$ cat src/rtl/nmi_pkg.sv
package nmi_pkg;
    typedef enum logic [1:0] {
        ST_IDLE  = 2'd0,
        ST_ARMED = 2'd1,
        ST_ISSUE = 2'd2,
        ST_AWAIT = 2'd3
    } nmi_state_e;
endpackage

$ cat src/rtl/nmi_sync.sv
module nmi_sync #(
    parameter int STAGES = 2
) (
    input  logic clk,
    input  logic rst_n,
    input  logic d_async,
    output logic q_sync
);
    logic [STAGES-1:0] chain;

    for (genvar g = 0; g < STAGES; g++) begin : g_stage
        if (g == 0) begin : g_first
            always_ff @(posedge clk) begin
                if (!rst_n) chain[g] <= 1'b0;
                else        chain[g] <= d_async;
            end
        end else begin : g_next
            always_ff @(posedge clk) begin
                if (!rst_n) chain[g] <= 1'b0;
                else        chain[g] <= chain[g-1];
            end
        end
    end

    assign q_sync = chain[STAGES-1];
endmodule

$ cat src/rtl/nmi_edge.sv
module nmi_edge (
    input  logic clk,
    input  logic rst_n,
    input  logic level,
    output logic rise
);
    logic level_q;

    always_ff @(posedge clk) begin
        if (!rst_n) level_q <= 1'b0;
        else        level_q <= level;
    end

    assign rise = level & ~level_q;
endmodule

$ cat src/rtl/nmi_fsm.sv
module nmi_fsm
    import nmi_pkg::*;
#(
    parameter int          VEC_W   = 8,
    parameter logic [VEC_W-1:0] NMI_VEC = 2
) (
    input  logic             clk,
    input  logic             rst_n,
    input  logic             rise,
    input  logic             instr_bound,
    input  logic             seq_ack,
    input  logic             mask_ie,
    output logic             nmi_req,
    output logic             vec_vld,
    output logic [VEC_W-1:0] vec_sel,
    output logic             ie_clr,
    output logic             mint_block
);
    nmi_state_e st, st_nxt;
    logic       relatch, relatch_nxt;
    logic       in_take;

    assign in_take = (st == ST_ISSUE) || (st == ST_AWAIT);

    // state register
    always_ff @(posedge clk) begin
        if (!rst_n) begin
            st      <= ST_IDLE;
            relatch <= 1'b0;
        end else begin
            st      <= st_nxt;
            relatch <= relatch_nxt;
        end
    end

    // next state
    always_comb begin
        st_nxt      = st;
        relatch_nxt = 1'b0;
        unique case (st)
            ST_IDLE: begin
                if (rise) st_nxt = ST_ARMED;
            end
            ST_ARMED: begin
                if (instr_bound) st_nxt = ST_ISSUE;
            end
            ST_ISSUE: begin
                if (seq_ack) st_nxt = rise ? ST_ARMED : ST_IDLE;
                else         st_nxt = ST_AWAIT;
            end
            ST_AWAIT: begin
                if (seq_ack) st_nxt = (relatch || rise) ? ST_ARMED : ST_IDLE;
            end
            default: st_nxt = ST_IDLE;
        endcase
        if (in_take && !seq_ack) relatch_nxt = relatch | rise;
    end

    // outputs
    always_comb begin
        nmi_req    = (st == ST_ARMED);
        vec_vld    = (st == ST_ISSUE);
        vec_sel    = (st == ST_ISSUE) ? NMI_VEC : '0;
        ie_clr     = (st == ST_ISSUE) && mask_ie;
        mint_block = (st == ST_ARMED) || (st == ST_ISSUE);
    end
endmodule

$ cat src/rtl/nmi_req_ctrl.sv
module nmi_req_ctrl #(
    parameter int               SYNC_STAGES = 2,
    parameter int               VEC_W       = 8,
    parameter logic [VEC_W-1:0] NMI_VEC     = 2
) (
    input  logic             clk,
    input  logic             rst_n,
    input  logic             nmi_pin,
    input  logic             instr_bound,
    input  logic             seq_ack,
    input  logic             mask_ie,
    output logic             nmi_req,
    output logic             vec_vld,
    output logic [VEC_W-1:0] vec_sel,
    output logic             ie_clr,
    output logic             mint_block
);
    logic pin_sync;
    logic pin_rise;

    nmi_sync #(.STAGES(SYNC_STAGES)) u_sync (
        .clk     (clk),
        .rst_n   (rst_n),
        .d_async (nmi_pin),
        .q_sync  (pin_sync)
    );

    nmi_edge u_edge (
        .clk   (clk),
        .rst_n (rst_n),
        .level (pin_sync),
        .rise  (pin_rise)
    );

    nmi_fsm #(.VEC_W(VEC_W), .NMI_VEC(NMI_VEC)) u_fsm (
        .clk         (clk),
        .rst_n       (rst_n),
        .rise        (pin_rise),
        .instr_bound (instr_bound),
        .seq_ack     (seq_ack),
        .mask_ie     (mask_ie),
        .nmi_req     (nmi_req),
        .vec_vld     (vec_vld),
        .vec_sel     (vec_sel),
        .ie_clr      (ie_clr),
        .mint_block  (mint_block)
    );
endmodule

$ cat config.mk
export PLATFORM = sky130hd
export DESIGN_NAME = nmi_req_ctrl
export DESIGN_NICKNAME = d
export VERILOG_FILES = /design/src/rtl/nmi_pkg.sv /design/src/rtl/nmi_sync.sv /design/src/rtl/nmi_edge.sv /design/src/rtl/nmi_fsm.sv /design/src/rtl/nmi_req_ctrl.sv
export SDC_FILE = /design/constraint.sdc
export NUM_CORES = 1
export LEC_CHECK = 0
export ABC_AREA = 1
export BUFFER_PORTS_ARGS = -buffer_cell sky130_fd_sc_hd__buf_2
export CAP_MARGIN = 10
export CORE_UTILIZATION = 30
export CTS_CLUSTER_DIAMETER = 40
export DETAILED_ROUTE_END_ITERATION = 8
export GPL_TIMING_DRIVEN = 0
export PLACE_DENSITY = 0.63
export SYNTH_ARGS = -nofsm -noshare
export SYNTH_HDL_FRONTEND = slang
export SYNTH_SLANG_ARGS = --single-unit
$ cat constraint.sdc
create_clock -name clk -period 1.7 [get_ports clk]
set_input_delay 0.17 -clock clk [delete_from_list [all_inputs] [get_ports clk]]
set_output_delay 0.17 -clock clk [all_outputs]
set_load 0.01 [all_outputs]
# ---- After elaboration in Yosys (flattened, before gate mapping)
# Index checks and enable logic that the tools add are counted.
dict set report word_totals {
  reg_bits 6
  in_bits 6
  output_inout_bits 12
}
dict set report classes {
  n_eq_ne 6
  muxes 8
  bitwise 3
  n_reduce_logical 9
}
# cell count
set op_table {}
lappend op_table {{$mux W2} 5}
lappend op_table {{$pmux W2 S4} 1}
lappend op_table {{$eq A2 B2 Y1 const B} 2}
lappend op_table {{$ne A2 B2 Y1 const B} 2}
lappend op_table {{$logic_or A1 B1 Y1} 3}
lappend op_table {{$reduce_and A3 Y1} 1}
lappend op_table {{$eq A2 B1 Y1 const B} 1}
lappend op_table {{$logic_and A1 B1 Y1} 2}
lappend op_table {{$logic_not A2 Y1} 1}
lappend op_table {{$mux W1} 2}
lappend op_table {{$ne A2 B1 Y1 const B} 1}
lappend op_table {{$reduce_and A2 Y1} 1}
lappend op_table {{$and A1 B1 Y1} 1}
lappend op_table {{$logic_not A1 Y1} 1}
lappend op_table {{$not A1 Y1} 1}
lappend op_table {{$or A1 B1 Y1} 1}

# ---- Logic depth before layout (Yosys ltp)
dict set report logic_depth {
  depth_word 6
  mapped_depth 9
  mapped_depth_nobuf 9
}

# ---- Cells and area by module
# Synthesis repeated with hierarchy kept, for this count alone.
dict set report unflattened {
  cells_unflattened 57
  area_unflattened_um2 441.7
}
# module instances cells_per_inst area_per_inst_um2 seq_area_each_um2
set by_module_without_submodules {}
lappend by_module_without_submodules {nmi_fsm 1 46 349.1 60.1}
lappend by_module_without_submodules {nmi_sync 1 6 55.1 40.0}
lappend by_module_without_submodules {nmi_edge 1 5 37.5 20.0}

# ---- Least setup slack after synthesis
# OpenSTA, ideal clock, no wires.
dict set report synth_timing {
  path_kind {register -> register}
  start {register u_fsm.st[0]}
  end {register u_fsm.st[0]}
  setup_time_ns 0.111
  t_arrival_ns 1.090
  slack_ns 0.499
  stages_incl_launch_ff 9
  period_less_slack_ns 1.201
  path_cell_list {dfxtp_1 > inv_1 > ha_1 > inv_1 > nor2_1 > nor2_1 > nand3_1 > nor2_1 > nor2_1}
}
# item line_no
set synth_rtl {}
lappend synth_rtl {{start, declared} nmi_fsm.sv:19} ;# nmi_state_e st, st_nxt;
lappend synth_rtl {{start signal, assigned} nmi_fsm.sv:31} ;# st <= st_nxt;
lappend synth_rtl {{$eq A2 B2 Y1} --}
lappend synth_rtl {{net vec_vld} nmi_req_ctrl.sv:13} ;# output logic vec_vld,
lappend synth_rtl {{$pmux W2 S4} nmi_fsm.sv:40} ;# unique case (st)
# The timed path passes the listed nets, and every way through them passes these cells.
# A chain may end at the register's enable or synchronous reset.

# ---- Final worst setup path
dict set report layout_timing {
  start {register u_fsm.st[0]}
  end {output port vec_sel[1]}
}
dict set report layout_via {
  elab_chain_len 2
}
# item line_no
set layout_rtl {}
lappend layout_rtl {{$eq A2 B2 Y1} nmi_fsm.sv:63} ;# vec_sel = (st == ST_ISSUE) ? NMI_VEC : '0;
lappend layout_rtl {{$mux W2} nmi_fsm.sv:63}
lappend layout_rtl {{end, declared} nmi_req_ctrl.sv:14} ;# output logic [VEC_W-1:0] vec_sel,
# Every way passes these cells.

==> results.txt <==
----------------------------------------------------
[GRT]
  Vias in the first global route ... 288
  Largest net degree at the start of global routing ... 7
  Residual overflow from global routing ... 0
  Antenna violations before repair ... 0
  Global-route wire length before repair ... 1.04 mm
  Total track usage ... 10.5%

[Final layout]
  Fin area ... 522 sq um
  Layout cell share with drive strength beyond 1 ... 27.8%
  Fin nets ... 92
  Area Growth Syn to Fin ... 27.5%
  Share of the core filled with cells in the final layout ... 44.0%
  Count of placed standard cells in the final layout, fillers left out ... 93
  Number of inserted diodes ... 0

[STA]
  Worst path setup slack after routing ... 0.251 ns
  Total negative slack for setup checks ... 0 ns
  Final worst path period need ... 1.45 ns
  Count of final max-slew check failures ... 0
  Period utilization ... 85.2%
  Hold WS ... 0.113 ns
  Clock tree skew after final layout ... 0.00503 ns
  Count of endpoints failing hold in the final timing report ... 0
  Unrepaired setup endpoints after global routing ... false
  Number of failing setup endpoints in the final timing report ... 0
  Maximum clock frequency ... 0.690 GHz

[Place]
  HPWL reported at the end of detailed placement ... 545 um
  Final weighted congestion in routability-driven placement ... 0.786
  Post-placement worst setup slack ... 0.386 ns
  Instance count after placement with tap cells included ... 90
  Placed instance area ... 499 sq um
  Count of port buffers added during placement ... 10

[Routing]
  Overall via count from detail_route ... 361
  Number of vias per cell ... 3.88
  DR iter-0 viols ... 2
  Average detailed-routed wire length per instance ... 6.82 um
  Count of antenna-violating nets left after detailed routing ... 0
  Total iterations of the first detailed-routing run ... 3
  DR DRC count ... 0
  Total length of routed wires ... 634 um

[Flow run]
  Max-cap violations ... 0

[Yosys]
  Xor/xnor cell area share of the yosys netlist ... 0%
  Simple-gate share of the synthesized area ... 25.1%
  Share of the yosys chip area belonging to registers ... 29.4%
  Mux cell area share after synthesis ... 0%
  Number of unique standard cell types used by synthesis ... 10
  Mapped Avg Cell Area ... 6.82 sq um
  Synthesized-area fraction occupied by ao, oa, aoi and oai cells ... 2.75%
  Synthesized flop and latch total ... 6
  Number of instances in the synthesized netlist ... 60
  Main combinational cell family by area after synthesis ... buffers and inverters
  Warnings from Yosys ... 0
  Area of the mapped netlist ... 409 sq um
  Adder and majority cell fraction of the synthesized area ... 15.3%

[Critical path]
  Worst path required time ... 1.53 ns
  Data arrival time of the critical path ... 1.28 ns
  Critical Path Max Stage Delay ... 0.38 ns
  Critical path type ... register to output port
  Number of cells on the worst reg-to-reg path ... 8
  Setup slack of the most critical reg-to-reg path ... 0.41 ns
  Destination of the worst register-to-register timing path ... u_fsm.st[0]
  Critical path endpoint category ... output port
  Maximum net fanout on the critical path ... 6
  Critical R2R Launch ... u_fsm.st[0]
  Slowest CP cell ... dfxtp_1
  Nature of the critical path startpoint ... register
  Chain of cells forming the critical path ... inv_1, ha_1, buf_4, buf_2

[Die]
  Floorplan core area ... 1190 sq um
  Cell Rows ... 12
  I/O pin cnt ... 18
  Die span in x ... 38.9 um
  Die area ... 1520 sq um
  Height of the die ... 38.9 um
  Initial Util ... 34.5%

[Pwr]
  Static power due to leakage ... 0.339 nW
  Maximum ir drop on the vdd rail ... 699 uV
  Power, Total ... 0.593 mW
  Total power density per cell area ... 1140 nW/um^2

[Clock tree]
  Post-CTS repair timing setup buffer count ... 0
  Clock latency at the later pin of the worst-skew pair ... 0.24 ns
  Number of hold-repair buffers added at the cts stage ... 0
  Deepest level of the CTS H-tree ... 1
  Clock Sink Count ... 6
  Post-CTS resize count ... 0
  Clk slew on worst S/H paths ... 0.04 ns
  Root buf cell ... clkbuf_4
  Total clock buffers created by CTS ... 3
  Clock Path Buffers ... 2
  CTS tree ... yes

[Hold path]
  Number of instances on the worst hold path ... 3
  Terminating pin of the worst hold path ... u_sync.chain[0]
  Path type of the worst min-delay path ... input pin to register
  Worst Hold Launch ... nmi_pin

[Status]
  Outcome ... finished clean

----------------------------------------------------
critical path, delay by kind of cell (launching register included):
kind / cells / cell delay, ns
buffers and inverters: 3 / 0.38
DFF: 1 / 0.38
adders and majority gates: 1 / 0.28
worst max-delay path by stage:
stage	slack [ns]	from	depth (start not counted)	end
4_1_cts	0.22	u_fsm.st[0]	4	vec_sel[1]
6_report	0.25	u_fsm.st[0]	4	vec_sel[1]
3_3_place_gp	0.39	u_fsm.st[0]	8	u_fsm.st[0]
3_5_place_dp	0.39	u_fsm.st[0]	8	u_fsm.st[0]
2_1_floorplan	0.50	u_fsm.st[0]	8	u_fsm.st[0]
5_1_grt	0.16	u_fsm.st[0]	4	vec_sel[1]
layer usage:
| layer | track usage (%) | vias to the layer above | part of all wire, % |
|---|---|---|---|
| met3 | 6.94 | 0 | 11 |
| met2 | 16.3 | 18 | 44 |
| li1 | - | 201 | - |
| met4 | 2.59 | 0 | 0 |
| met1 | 11.6 | 142 | 45 |
| met5 | 0 | - | 0 |
state kept, by name, indices dropped and copies added, names as in the netlist:
register / count
u_fsm.relatch: 1
u_fsm.st: 2
u_edge.level_q: 1
u_sync.q_sync: 1
u_sync.chain: 1
kinds of logic (layout without fill, tap and decap cells):
group                    count (synthesis)  in the layout
AO/OA/AOI/OAI                            1              1
adder cells (fa/ha/maj)                  5              5
buffers and inverters                   21             34
flip-flops                               6              6
other                                    1              7
AND/OR/NAND/NOR                         26             26
cells in the mapped netlist (all sizes together):
| library cell | number | area (sq um) |
|---|---|---|
| buf | 8 | 60.1 |
| conb | 1 | 3.75 |
| dfxtp | 6 | 120 |
| ha | 5 | 62.6 |
| inv | 13 | 48.8 |
| nand2 | 16 | 60.1 |
| nand3 | 4 | 20.0 |
| nor2 | 6 | 22.5 |
| o2111a | 1 | 11.3 |
power breakdown:
group          switching, mW  total, mW  leakage (nW)  internal, mW
logic                  0.164      0.283         0.276         0.120
registers             0.0198      0.183        0.0492         0.164
clock network         0.0469      0.126        0.0138        0.0795
placed cells by master (no fill, tap or decap):
master,instances
inv_2,1
dfxtp_1,6
o2111a_1,1
nand3_1,4
nor2_1,6
conb_1,7
ha_1,5
nand2_1,16
inv_1,12
clkbuf_4,3
buf_2,10
buf_4,8
area by class of cell:
class / count / area [sq um]
Buffer: 8 / 60.1
Sequential cell: 6 / 120
Multi-Input combinational cell: 39 / 203
Tap cell: 14 / 17.5
Clock buffer: 3 / 22.5
Inverter: 13 / 48.8
Fill cell: 136 / 664
Timing Repair Buffer: 10 / 50.0
Power figures use the tool's default switching activity.
